[config.mk]
export PLATFORM = sky130hd
export DESIGN_NAME = tdm_cascade_node
export DESIGN_NICKNAME = d
export VERILOG_FILES = /design/src/rtl/tdm_pkg.sv /design/src/rtl/tdm_clk_gen.sv /design/src/rtl/tdm_edge_sel.sv /design/src/rtl/tdm_frame_shifter.sv /design/src/rtl/tdm_cascade_node.sv
export SDC_FILE = /design/constraint.sdc
export NUM_CORES = 1
export LEC_CHECK = 0
export BUFFER_PORTS_ARGS = -buffer_cell sky130_fd_sc_hd__buf_2
export CAP_MARGIN = 15
export CORE_MARGIN = 2
export CORE_UTILIZATION = 35
export CTS_CLUSTER_DIAMETER = 30
export CTS_CLUSTER_SIZE = 40
export DETAILED_ROUTE_END_ITERATION = 10
export PLACE_DENSITY = 0.66
export SLEW_MARGIN = 20
export SYNTH_ARGS = -nofsm -noshare
export SYNTH_HDL_FRONTEND = slang
export SYNTH_SLANG_ARGS = --single-unit
[constraint.sdc]
create_clock -name clk_i -period 4.06 [get_ports clk_i]
set_clock_uncertainty 0.1 [all_clocks]
set_input_delay 0.406 -clock clk_i [delete_from_list [all_inputs] [get_ports clk_i]]
set_output_delay 0.406 -clock clk_i [all_outputs]
set_load 0.005 [all_outputs]
[src/rtl/tdm_pkg.sv]
`timescale 1ns/1ps
package tdm_pkg;
  // bit-clock events in the master clock domain
  typedef struct packed {
    logic rise;
    logic fall;
    logic fs;
  } bit_ev_t;
endpackage

[src/rtl/tdm_clk_gen.sv]
`timescale 1ns/1ps
module tdm_clk_gen #(
  parameter int DIV        = 8,
  parameter int FRAME_BITS = 512
) (
  input  logic clk_i,
  input  logic rst_ni,
  input  logic en_i,
  output logic bclk_o,
  output logic fs_o,
  output logic rise_o,
  output logic fall_o
);
  localparam int HALF = DIV / 2;
  localparam int DW   = (DIV > 1) ? $clog2(DIV) : 1;
  localparam int BW   = $clog2(FRAME_BITS);

  logic [DW-1:0] div_q;
  logic [BW-1:0] bit_q, bit_nxt;
  logic          bclk_q, fs_q;

  assign rise_o  = en_i && (div_q == DW'(HALF - 1));
  assign fall_o  = en_i && (div_q == DW'(DIV - 1));
  assign bit_nxt = (bit_q == BW'(FRAME_BITS - 1)) ? '0 : bit_q + 1'b1;

  // reset lands in the sync period so the first fall is a boundary
  always_ff @(posedge clk_i or negedge rst_ni) begin
    if (!rst_ni) begin
      div_q  <= '0;
      bclk_q <= 1'b0;
      fs_q   <= 1'b1;
      bit_q  <= BW'(FRAME_BITS - 1);
    end else if (en_i) begin
      div_q <= fall_o ? '0 : div_q + 1'b1;
      if (rise_o) bclk_q <= 1'b1;
      if (fall_o) begin
        bclk_q <= 1'b0;
        bit_q  <= bit_nxt;
        fs_q   <= (bit_nxt == BW'(FRAME_BITS - 1));
      end
    end
  end

  assign bclk_o = bclk_q;
  assign fs_o   = fs_q;

  p_bclk_phase_r2: assert property (@(posedge clk_i) disable iff (!rst_ni)
    en_i |-> (bclk_q == (div_q >= DW'(HALF))));

  p_fs_last_bit_r3: assert property (@(posedge clk_i) disable iff (!rst_ni)
    fs_q |-> (bit_q == BW'(FRAME_BITS - 1)));
endmodule

[src/rtl/tdm_edge_sel.sv]
`timescale 1ns/1ps
module tdm_edge_sel
  import tdm_pkg::*;
(
  input  logic    clk_i,
  input  logic    rst_ni,
  input  logic    master_i,
  input  logic    g_rise_i,
  input  logic    g_fall_i,
  input  logic    g_fs_i,
  input  logic    bclk_i,
  input  logic    fsync_i,
  output bit_ev_t ev_o
);
  logic bclk_d;

  always_ff @(posedge clk_i or negedge rst_ni) begin
    if (!rst_ni) bclk_d <= 1'b0;
    else         bclk_d <= bclk_i;
  end

  // slave events trail the master's by one clock
  always_comb begin
    ev_o.rise = master_i ? g_rise_i : (bclk_i & ~bclk_d);
    ev_o.fall = master_i ? g_fall_i : (~bclk_i & bclk_d);
    ev_o.fs   = master_i ? g_fs_i   : fsync_i;
  end

  p_edge_excl_r5: assert property (@(posedge clk_i) disable iff (!rst_ni)
    !(ev_o.rise && ev_o.fall));
endmodule

[src/rtl/tdm_frame_shifter.sv]
`timescale 1ns/1ps
module tdm_frame_shifter
  import tdm_pkg::*;
#(
  parameter int SLOT_W = 32,
  parameter int SLOTS  = 8
) (
  input  logic                      clk_i,
  input  logic                      rst_ni,
  input  bit_ev_t                   ev_i,
  input  logic                      sdi_i,
  input  logic [SLOT_W*SLOTS-1:0]   cap_i,
  output logic                      sdo_o,
  output logic [SLOT_W*SLOTS-1:0]   pb_o,
  output logic                      frame_o
);
  localparam int FW = SLOT_W * SLOTS;

  logic [FW-1:0] sr_q, pb_q, shifted;
  logic          rx_q, bnd_q, frm_q;

  assign shifted = {sr_q[FW-2:0], rx_q};

  always_ff @(posedge clk_i or negedge rst_ni) begin
    if (!rst_ni) begin
      sr_q  <= '0;
      pb_q  <= '0;
      rx_q  <= 1'b0;
      bnd_q <= 1'b0;
      frm_q <= 1'b0;
    end else begin
      frm_q <= 1'b0;
      if (ev_i.rise) begin
        rx_q  <= sdi_i;
        bnd_q <= ev_i.fs;
      end
      if (ev_i.fall) begin
        if (bnd_q) begin
          // final shift goes to playback, fresh capture takes its place
          pb_q  <= shifted;
          sr_q  <= cap_i;
          frm_q <= 1'b1;
        end else begin
          sr_q <= shifted;
        end
      end
    end
  end

  assign sdo_o   = sr_q[FW-1];
  assign pb_o    = pb_q;
  assign frame_o = frm_q;

  p_sdo_hold_r5: assert property (@(posedge clk_i) disable iff (!rst_ni)
    !ev_i.fall |=> $stable(sr_q[FW-1]));

  p_load_cap_r6: assert property (@(posedge clk_i) disable iff (!rst_ni)
    (ev_i.fall && bnd_q) |=> (sr_q == $past(cap_i)));

  p_pb_hold_r8: assert property (@(posedge clk_i) disable iff (!rst_ni)
    !(ev_i.fall && bnd_q) |=> $stable(pb_q));

  p_frame_single_r9: assert property (@(posedge clk_i) disable iff (!rst_ni)
    frm_q |=> !frm_q);
endmodule

[src/rtl/tdm_cascade_node.sv]
`timescale 1ns/1ps
module tdm_cascade_node
  import tdm_pkg::*;
#(
  parameter int SLOT_W = 32,
  parameter int SLOTS  = 8,
  parameter int NODES  = 2,
  parameter int DIV    = 8
) (
  input  logic                    clk_i,
  input  logic                    rst_ni,
  input  logic                    master_i,
  input  logic                    bclk_i,
  input  logic                    fsync_i,
  input  logic                    sdi_i,
  input  logic [SLOT_W*SLOTS-1:0] cap_i,
  output logic                    bclk_o,
  output logic                    fsync_o,
  output logic                    sdo_o,
  output logic [SLOT_W*SLOTS-1:0] pb_o,
  output logic                    frame_o
);
  localparam int FRAME_BITS = NODES * SLOTS * SLOT_W;

  logic    g_bclk, g_fs, g_rise, g_fall;
  bit_ev_t ev;

  tdm_clk_gen #(.DIV(DIV), .FRAME_BITS(FRAME_BITS)) u_clk (
    .clk_i  (clk_i),
    .rst_ni (rst_ni),
    .en_i   (master_i),
    .bclk_o (g_bclk),
    .fs_o   (g_fs),
    .rise_o (g_rise),
    .fall_o (g_fall)
  );

  tdm_edge_sel u_sel (
    .clk_i    (clk_i),
    .rst_ni   (rst_ni),
    .master_i (master_i),
    .g_rise_i (g_rise),
    .g_fall_i (g_fall),
    .g_fs_i   (g_fs),
    .bclk_i   (bclk_i),
    .fsync_i  (fsync_i),
    .ev_o     (ev)
  );

  tdm_frame_shifter #(.SLOT_W(SLOT_W), .SLOTS(SLOTS)) u_shf (
    .clk_i   (clk_i),
    .rst_ni  (rst_ni),
    .ev_i    (ev),
    .sdi_i   (sdi_i),
    .cap_i   (cap_i),
    .sdo_o   (sdo_o),
    .pb_o    (pb_o),
    .frame_o (frame_o)
  );

  assign bclk_o  = master_i & g_bclk;
  assign fsync_o = master_i & g_fs;

  p_slave_quiet_r4: assert property (@(posedge clk_i) disable iff (!rst_ni)
    !master_i |-> (!bclk_o && !fsync_o));
endmodule

**Word level (Yosys, flattened, before mapping)**

Index checks and enable logic that the tools add are counted.

- Register bits after elaboration: 530
- Input port bits: 262
- Output and inout bits: 260
- Logic and storage cells: 38

- Add/sub/neg operators: 2
- Eq/ne operators: 4
- Multiplexer cells: 10
- Bitwise gates (word level): 6
- Reductions and logical operators: 6

Operator list:

| operator | count |
|---|---|
| 256-bit two-way mux | 1 |
| 9-bit == test (second input constant) | 2 |
| 9-bit by 1-bit adder with 9-bit output (second input constant) | 1 |
| 9-bit two-way mux | 1 |
| 1-bit two-way mux | 7 |
| 2-bit AND reduction | 3 |
| 1-bit AND | 4 |
| 3-bit by 1-bit adder with 3-bit output (second input constant) | 1 |
| 3-bit by 2-bit == test with 1-bit output (second input constant) | 1 |
| 3-bit == test (second input constant) | 1 |
| 3-bit two-way mux | 1 |
| 1-bit logical AND | 2 |
| 1-bit inverter | 2 |
| 2-bit nonzero test | 1 |

**Depth between registers and ports, before layout**

Gate-level depths: netlist of the first run.

- Depth after elaboration: 4
- Mapped depth: 10
- Gate-level depth less buffers: 9

**Cells and area by module**

Synthesis of the first run repeated with hierarchy kept, for this count alone.

- Cell total of the unflattened synthesis: 1750
- Area total of the unflattened synthesis: 22237.6 sq um

Modules (own cells, without submodules):

| module | instances | cells an instance | area each (sq um) |
|---|---|---|---|
| tdm_frame_shifter | 1 | 1657 | 21344.2 |
| tdm_clk_gen | 1 | 84 | 813.3 |
| tdm_edge_sel | 1 | 7 | 67.6 |
| tdm_cascade_node | 1 | 2 | 12.5 |

**Worst setup path after synthesis of the first run**

Ideal clock, no wire load.

- Kind: register to register
- Start point: register u_clk.bit_q[0]
- End point: register u_clk.fs_q (netlist: u_clk.fs_o)
- Setup time: 105 ps
- Arrival: 1975 ps
- Data required time: 3855 ps
- Path slack: 1880 ps
- Cell stages (with the launch flop): 11
- Cell sequence: dfstp_2 ha_1 and3_1 nand2_1 nor2_1 ha_1 clkbuf_1 nand4b_1 nor3_1 nand3_1 o41ai_1

- Cells in the longest elaborated chain, start to end: 3

RTL lines:

| element | RTL line | RTL |
|---|---|---|
| from (decl) | tdm_clk_gen.sv:19 | `logic [BW-1:0] bit_q, bit_nxt;` |
| from (signal assigned) | tdm_clk_gen.sv:32 | `bit_q <= BW'(FRAME_BITS - 1);` |
| from (signal assigned) | tdm_clk_gen.sv:38 | `bit_q <= bit_nxt;` |
| 9-bit by 1-bit adder with 9-bit output / 9-bit == test (equally long branches) | tdm_clk_gen.sv:24 | `assign bit_nxt = (bit_q == BW'(FRAME_BITS - 1)) ? '0 : bit_q + 1'b1;` |
| 9-bit two-way mux * | tdm_clk_gen.sv:24 |  |
| 9-bit == test * | tdm_clk_gen.sv:39 | `fs_q <= (bit_nxt == BW'(FRAME_BITS - 1));` |
| to (signal assigned) | tdm_clk_gen.sv:39 |  |
| to (decl) | tdm_clk_gen.sv:20 | `logic bclk_q, fs_q;` |

Every way passes the cells marked *; elsewhere a longest branch is shown, timed or not.
A chain may end at the register's enable or synchronous reset.

**Worst setup path after layout of the first run**

- Start point: register u_clk.div_q[0]
- End point: register u_shf.pb_q[62] (netlist: u_shf.pb_o[62])

- Cells in the longest elaborated chain, start to end: 4

RTL lines:

| element | RTL line | RTL |
|---|---|---|
| from (decl) | tdm_clk_gen.sv:18 | `logic [DW-1:0] div_q;` |
| from (signal assigned) | tdm_clk_gen.sv:34 | `div_q <= fall_o ? '0 : div_q + 1'b1;` |
| 3-bit == test | tdm_clk_gen.sv:23 | `assign fall_o = en_i && (div_q == DW'(DIV - 1));` |
| 1-bit logical AND | tdm_clk_gen.sv:23 |  |
| 1-bit two-way mux | tdm_edge_sel.sv:25 | `ev_o.fall = master_i ? g_fall_i : (~bclk_i & bclk_d);` |
| 2-bit AND reduction (no line) | n/a |  |
| to (signal assigned) | tdm_frame_shifter.sv:40 | `pb_q <= shifted;` |
| to (decl) | tdm_frame_shifter.sv:19 | `logic [FW-1:0] sr_q, pb_q, shifted;` |

No other way between the ends.

==> results of run 1 <==
==> state kept, by name, indices dropped and copies added, names as in the netlist <==
signal	flops
u_shf.pb_o	256
u_shf.sr_q	256
u_clk.bit_q	9
u_clk.div_q	3
u_clk.bclk_o	1
u_clk.fs_o	1
u_sel.bclk_d	1
u_shf.bnd_q	1
u_shf.frame_o	1
u_shf.rx_q	1
==> worst paths after layout <==
kind,from,end,slack (ns),depth (start not counted)
worst max-delay path,u_clk.div_q[0],u_shf.pb_o[62],1.41,6
worst min-delay path,cap_i[15],u_shf.sr_q[15],0.05,3
worst max register to register,u_clk.div_q[0],u_shf.pb_o[62],1.41,6
worst min register to register,u_clk.fs_o,u_clk.fs_o,0.37,2
max in group asynchronous,rst_ni,u_shf.pb_o[156],2.51,4
min in group asynchronous,rst_ni,u_shf.sr_q[200],0.28,2
==> tightest hold or removal path, stage by stage <==
cell and delay, ns:
buf_2 0.08, mux2i_1 0.09, o21ai_0 0.18
==> power by group through the flow <==
stage	combinational (mW)	clock, mW	sequential, mW
after global routing	6.68	10.4	10.0
after global placement	5.56	0	9.51
after floorplan	3.27	0	9.25
after detailed placement	5.78	0	9.68
after CTS	6.03	10.1	9.64
final	6.00	9.91	9.69
==> per-layer routing <==
metal | share of wire | vias up | wire length (um)
met4 | 0.051 | 2 | 3140
li1 | - | 7759 | -
met3 | 0.054 | 202 | 3340
met2 | 0.50 | 545 | 30900
met1 | 0.40 | 8252 | 24500
met5 | 0.00021 | - | 13
==> cell usage in the layout, fill, tap and decap left out, drive strengths merged, types with 12 or more instances in the layout <==
| cell type | netlist | final |
|---|---|---|
| clkbuf | 58 | 150 |
| bufinv | 0 | 20 |
| clkinvlp | 0 | 13 |
| o21ai | 263 | 263 |
| dfrtp | 520 | 520 |
| nand2 | 266 | 266 |
| clkinv | 0 | 31 |
| diode | 0 | 12 |
| mux2i | 258 | 258 |
| dlygate4sd3 | 0 | 251 |
| mux2 | 259 | 259 |
| buf | 60 | 555 |
==> cell families after synthesis <==
kind of cell | after synthesis | share of synthesized area
xor gates and xnor gates | 3 | 0.00119
buffers and inverters | 124 | 0.0340
AOI/OAI and AO/OA | 277 | 0.0639
muxes | 517 | 0.248
adders and majority gates | 6 | 0.00339
and+or+nand+nor | 289 | 0.0510
DFF | 530 | 0.599
==> cell type report <==
class / instances / area share
diodes: 12 / 0.000928
clock buffers: 150 / 0.0993
clock inverters: 67 / 0.0316
inverters: 6 / 0.000696
multi-input cells: 1092 / 0.252
flip-flops and latches: 530 / 0.410
well taps: 846 / 0.0327
repair buffers: 806 / 0.172
==> reports/qor.yml, run 1 <==
status: "finished, final reports clean"
clk_pin_slew_ns: 0.04
switchingPower_mw: 7.86
crit_family: "simple AND/OR/NAND/NOR gates"
ys_top_cells_by_count: "dfrtp_1 (520), nand2_1 (266), o21ai_0 (263), mux2i_1 (258), mux2_1 (220)"
cp_slowest_stage_delay_ns: 0.56
synth_async_sr_flop_share: 1.00
synthCells: 1746
track_usage: 0.190
relSlewSlack: 0.254
synth_edf_count: 0
gp_congestion: 0.851
clock_latency_ns: 0.66
grt_antenna_before_repair: 14
stdcell_area_um2: 32400
ys_top_cells_by_area: "dfrtp_1 (59%), mux2i_1 (12%), mux2_1 (11%), o21ai_0 (5.9%), nand2_1 (4.5%)"
fin_crit_sh: 0.652
p_sw_frac: 0.307
synthFlopType: "dfrtp_1"
holdWs_ns: 0.0490
grt_max_degree: 240
total_power_mw: 25.6
cts_resized: 0
drv_slew: 0
syn_area_per_cell_um2: 12.7
place_ws_ns: 1.29
grt_pass1_wl_um: 100000
yosysMostFrequentCell: "dfrtp_1"
first_pass_iters: 5
overflow: 0
post_cts_buffers: 0
drive_above_1_share: 0.305
critPathKind: "reg2reg"
die_x_um: 256
cp_max_fo: 51
setup_viol: 0
port_buffers: 521
hold_viol_final: 0
coreArea_um2: 62900
tns_ns: 0
num_rows: 92
avgRoutedWirePerCell_um: 17.6
nFillCells: 5316
post_dp_cell_area_um2: 25600
seq_area_frac_synth: 0.599
power_density_nw_per_um2: 791
intPower_mw: 17.7
ant_nets: 0
sequentialPowerShare: 0.378
start_kind: "flip-flop"
p_leak_nw: 15.9
htreeDepth: 3
crit_top_cell: "ha_1"
p_clk_frac: 0.387
hold_buffers: 251
root_buffer: "clkbuf_16"
path_cells: "ha_1 -> ha_1 -> a21oi_4 -> nand2b_4 -> buf_12 -> mux2_1"
end_kind: "flip-flop"
slowest_stage: "nand2b_4"
rsz0062_at_grt: "false"
synth.top_cell.area_share: 0.587
hold_class: "in2reg"
worst_slack_ns: 1.41
cts_tree: "done"
dpl.cell_count: 3029
vias_per_cell: 4.78
maxCapViolCount: 0
gr-usage-met3: 0.0463
vias: 16760
regArea_um2: 13300
clockBufferDepth: 3
met2_usage: 0.322
arrival_ns: 3.06
grt_use_met1: 0.217
worstMarginPinSlew_ns: 1.12
grt_pass1_vias: 18632
dp_hpwl_um: 39800
synthesis.area_um2: 22200
boundaryPins: 522
finalNetCount: 2821
drt_iter0_markers: 1086
vdd_drop_max_v: 0.000524
route.detailed.drc: 0
start_util: 0.353
yosys.cell_types.count: 36
multi_input_area_um2: 8160
routed_wl_um: 61900
clkSinkCount: 530
die_h_um: 256
required_ns: 4.48
max_freq_ghz: 0.378
post-route-util: 0.515
synth_top_area_cell: "dfrtp_1"
period_needed_ns: 2.65
syn_nets: 2014
gr-max-usage-layer: "met2"
pwr-share-comb: 0.234
yosys_warnings: 0
ys_seq_elements: 530
syn_to_final_growth_pct: 45.9
die_area_um2: 65400
numCtsBuffers: 117
cp.buffers_inverters: 1
fin_cells: 3509
(Power assumes the default switching activity.)
==> run 2, diff against run 1 <==
--- a/config.mk
+++ b/config.mk
@@ -5,6 +5,7 @@
 export SDC_FILE = /design/constraint.sdc
 export NUM_CORES = 1
 export LEC_CHECK = 0
+export ABC_AREA = 1
 export BUFFER_PORTS_ARGS = -buffer_cell sky130_fd_sc_hd__buf_2
 export CAP_MARGIN = 15
 export CORE_MARGIN = 2
@@ -12,7 +13,7 @@
 export CTS_CLUSTER_DIAMETER = 30
 export CTS_CLUSTER_SIZE = 40
 export DETAILED_ROUTE_END_ITERATION = 10
-export PLACE_DENSITY = 0.66
+export PLACE_DENSITY = 0.68
 export SLEW_MARGIN = 20
 export SYNTH_ARGS = -nofsm -noshare
 export SYNTH_HDL_FRONTEND = slang
==> constraint.sdc (replaced) <==
create_clock -name clk_i -period 2.2 [get_ports clk_i]
set_clock_uncertainty 0.1 [all_clocks]
set_input_delay 0.22 -clock clk_i [delete_from_list [all_inputs] [get_ports clk_i]]
set_output_delay 0.22 -clock clk_i [all_outputs]
set_load 0.005 [all_outputs]
==> run 2 against run 1 <==
Net effect:
- die area is 0.24% higher
- combinational power is 120% higher
- global-route usage is 2.0 points higher
- critical endpoint is now u_shf.pb_o[234]
- non-clock buffer count is 81 higher
- power is 84% higher
- utilization is 1.0 points higher
- register-to-register slack worse by 1.4 ns
- flip-flop and latch count stayed put
- design area is 2.2% higher
- sequential power is 64% higher
- critical path type unchanged
- wire length is 18% higher
==> reports/qor.yml, run 2 <==
hold_viol_final: 0
maxCapViolCount: 0
syn_area_per_cell_um2: 9.51
end_kind: "flip-flop"
start_kind: "flip-flop"
cts_tree: "done"
die_h_um: 256
required_ns: 2.66
num_rows: 92
synthCells: 2338
relSlewSlack: 0.688
crit_family: "simple AND/OR/NAND/NOR gates"
r2r-end: "u_shf.pb_o[234]"
vias: 20228
path_cells: "ha_4 -> ha_4 -> or2_4 -> nand2_8 -> nor2_4 -> buf_12 -> clkinv_16 -> clkbuf_16 -> o21ai_0"
slowest_stage: "dfrtp_1"
first_pass_iters: 5
ys_seq_elements: 530
port_buffers: 521
crit_top_cell: "ha_4"
r2r-start: "u_clk.div_q[0]"
synth.top_cell.area_share: 0.585
setup_viol: 0
vdd_drop_max_v: 0.000801
p_leak_nw: 16.6
yosys_warnings: 0
dp_hpwl_um: 43800
r2r_cells: 9
critPathKind: "reg2reg"
post_dp_cell_area_um2: 25900
finalNetCount: 3445
tns_ns: 0
routed_wl_um: 73100
die_x_um: 256
yosysMostFrequentCell: "nand2_1"
crit_path_start: "u_clk.div_q[0]"
period_needed_ns: 2.16
final_cell_mix: "nand2_1 (544), buf_2 (520), dfrtp_1 (520)"
fin_crit_sh: 0.984
cp.buffers_inverters: 3
hold_class: "in2async"
final_common_cell: "nand2_1"
start_util: 0.353
cp_slowest_stage_delay_ns: 0.40
place_ws_ns: 0.00726
cp.depth: 9
dpl.cell_count: 3629
route.detailed.drc: 0
ant_nets: 0
track_usage: 0.210
root_buffer: "clkbuf_16"
stdcell_area_um2: 33100
boundaryPins: 522
synthesis.area_um2: 22200
crit_end: "u_shf.pb_o[234]"
vias_per_cell: 4.91
worstMarginPinSlew_ns: 0.468
ys_top_cells_by_count: "nand2_1 (545), dfrtp_1 (520), o21ai_0 (450), inv_1 (272), o211ai_1 (255)"
syn_nets: 2606
avgRoutedWirePerCell_um: 17.7
overflow: 0
htreeDepth: 3
synth_edf_count: 0
clockBufferDepth: 3
coreArea_um2: 63000
ys_top_cells_by_area: "dfrtp_1 (59%), o21ai_0 (10%), nand2_1 (9.2%), o211ai_1 (8.6%), inv_1 (4.6%)"
fin_cells: 4123
die_area_um2: 65500
drv_slew: 0
grt_max_degree: 103
gp_congestion: 0.817
worst_slack_ns: 0.0359
grt_pass1_vias: 20307
grt_pass1_wl_um: 111000
seq_area_frac_synth: 0.597
yosys.cell_types.count: 27
grt_antenna_before_repair: 2
clk_pin_slew_ns: 0.05
power_density_nw_per_um2: 1420
drive_above_1_share: 0.260
synth_async_sr_flop_share: 1.00
rrSetupSlack_ns: 0.04
drt_iter0_markers: 1744
synthFlopType: "dfrtp_1"
clkSinkCount: 530
syn_to_final_growth_pct: 48.8
max_freq_ghz: 0.462
arrival_ns: 2.62
numCtsBuffers: 113
synth_top_area_cell: "dfrtp_1"
post-route-util: 0.525
status: "finished, final reports clean"
clock_latency_ns: 0.64
cp_max_fo: 11
-- run 2: worst register-to-register path, delay by kind of cell (launching register included) --
family | cells | cell delay [ns]
simple gates | 3 | 0.54
buf+inv | 3 | 0.57
flops | 1 | 0.40
fa+ha+maj | 2 | 0.30
compound gates | 1 | 0.18
-- run 2: cell families after synthesis --
group | share of synthesized area
DFF | 0.597
AOI/OAI and AO/OA | 0.206
buffers and inverters | 0.0956
and+or+nand+nor | 0.0979
adders and majority gates | 0.00338
-- run 2: cell type report --
type	count	area, um2
Clock inverter	69	998
Inverter	276	1090
Fill cell	5332	29900
Timing Repair inverter	6	86.3
Sequential cell	530	13300
Multi-Input combinational cell	1363	6890
Antenna cell	3	7.51
Tap cell	846	1060
Timing Repair Buffer	887	6620
Clock buffer	143	3060
-- run 2: worst min path at each step --
| stage | startpoint | to | slack, ns | cells after the start |
|---|---|---|---|---|
| 6_report | rst_ni | u_shf.sr_q[120] | 0.15 | 3 |
| 5_1_grt | rst_ni | u_shf.pb_o[111] | 0.14 | 3 |
| 4_1_cts | rst_ni | u_shf.pb_o[120] | 0.09 | 3 |
| 3_5_place_dp | rst_ni | u_shf.sr_q[163] | 0.04 | 1 |
| 3_3_place_gp | rst_ni | u_shf.sr_q[163] | 0.04 | 1 |
| 2_1_floorplan | rst_ni | u_clk.bclk_o | -0.18 | 0 |
-- run 2: metrics by stage --
step / power (mW) / hold WS (ns)
2_1_floorplan: 23.0 / -0.176
3_3_place_gp: 27.8 / 0.0364
3_5_place_dp: 28.2 / 0.0352
4_1_cts: 46.7 / 0.0874
5_1_grt: 50.0 / 0.142
6_report: 47.1 / 0.150
-- run 2: repair_timing --
item / in CTS / in global routing
pin swaps: 0 / 5
resized for setup: 0 / 50
hold endpoints to repair: 792 / 0
hold buffers: 263 / 0
gates cloned: 0 / 14
endpoints found under the setup margin: 9 / 358
setup buffers: 0 / 2
-- run 2: metal layers --
metal  GRT usage  vias up  wire length, um
met3      0.0504      226             4880
met4       0.110        2             3410
met2       0.338      933            34900
met1       0.262     9579            29900
li1            -     9488                -
met5           0        -               13
-- run 2: power by group --
| group | internal, mW | switching (mW) |
|---|---|---|
| Clock | 12.1 | 5.72 |
| Combinational | 5.21 | 8.08 |
| Sequential | 14.0 | 1.91 |
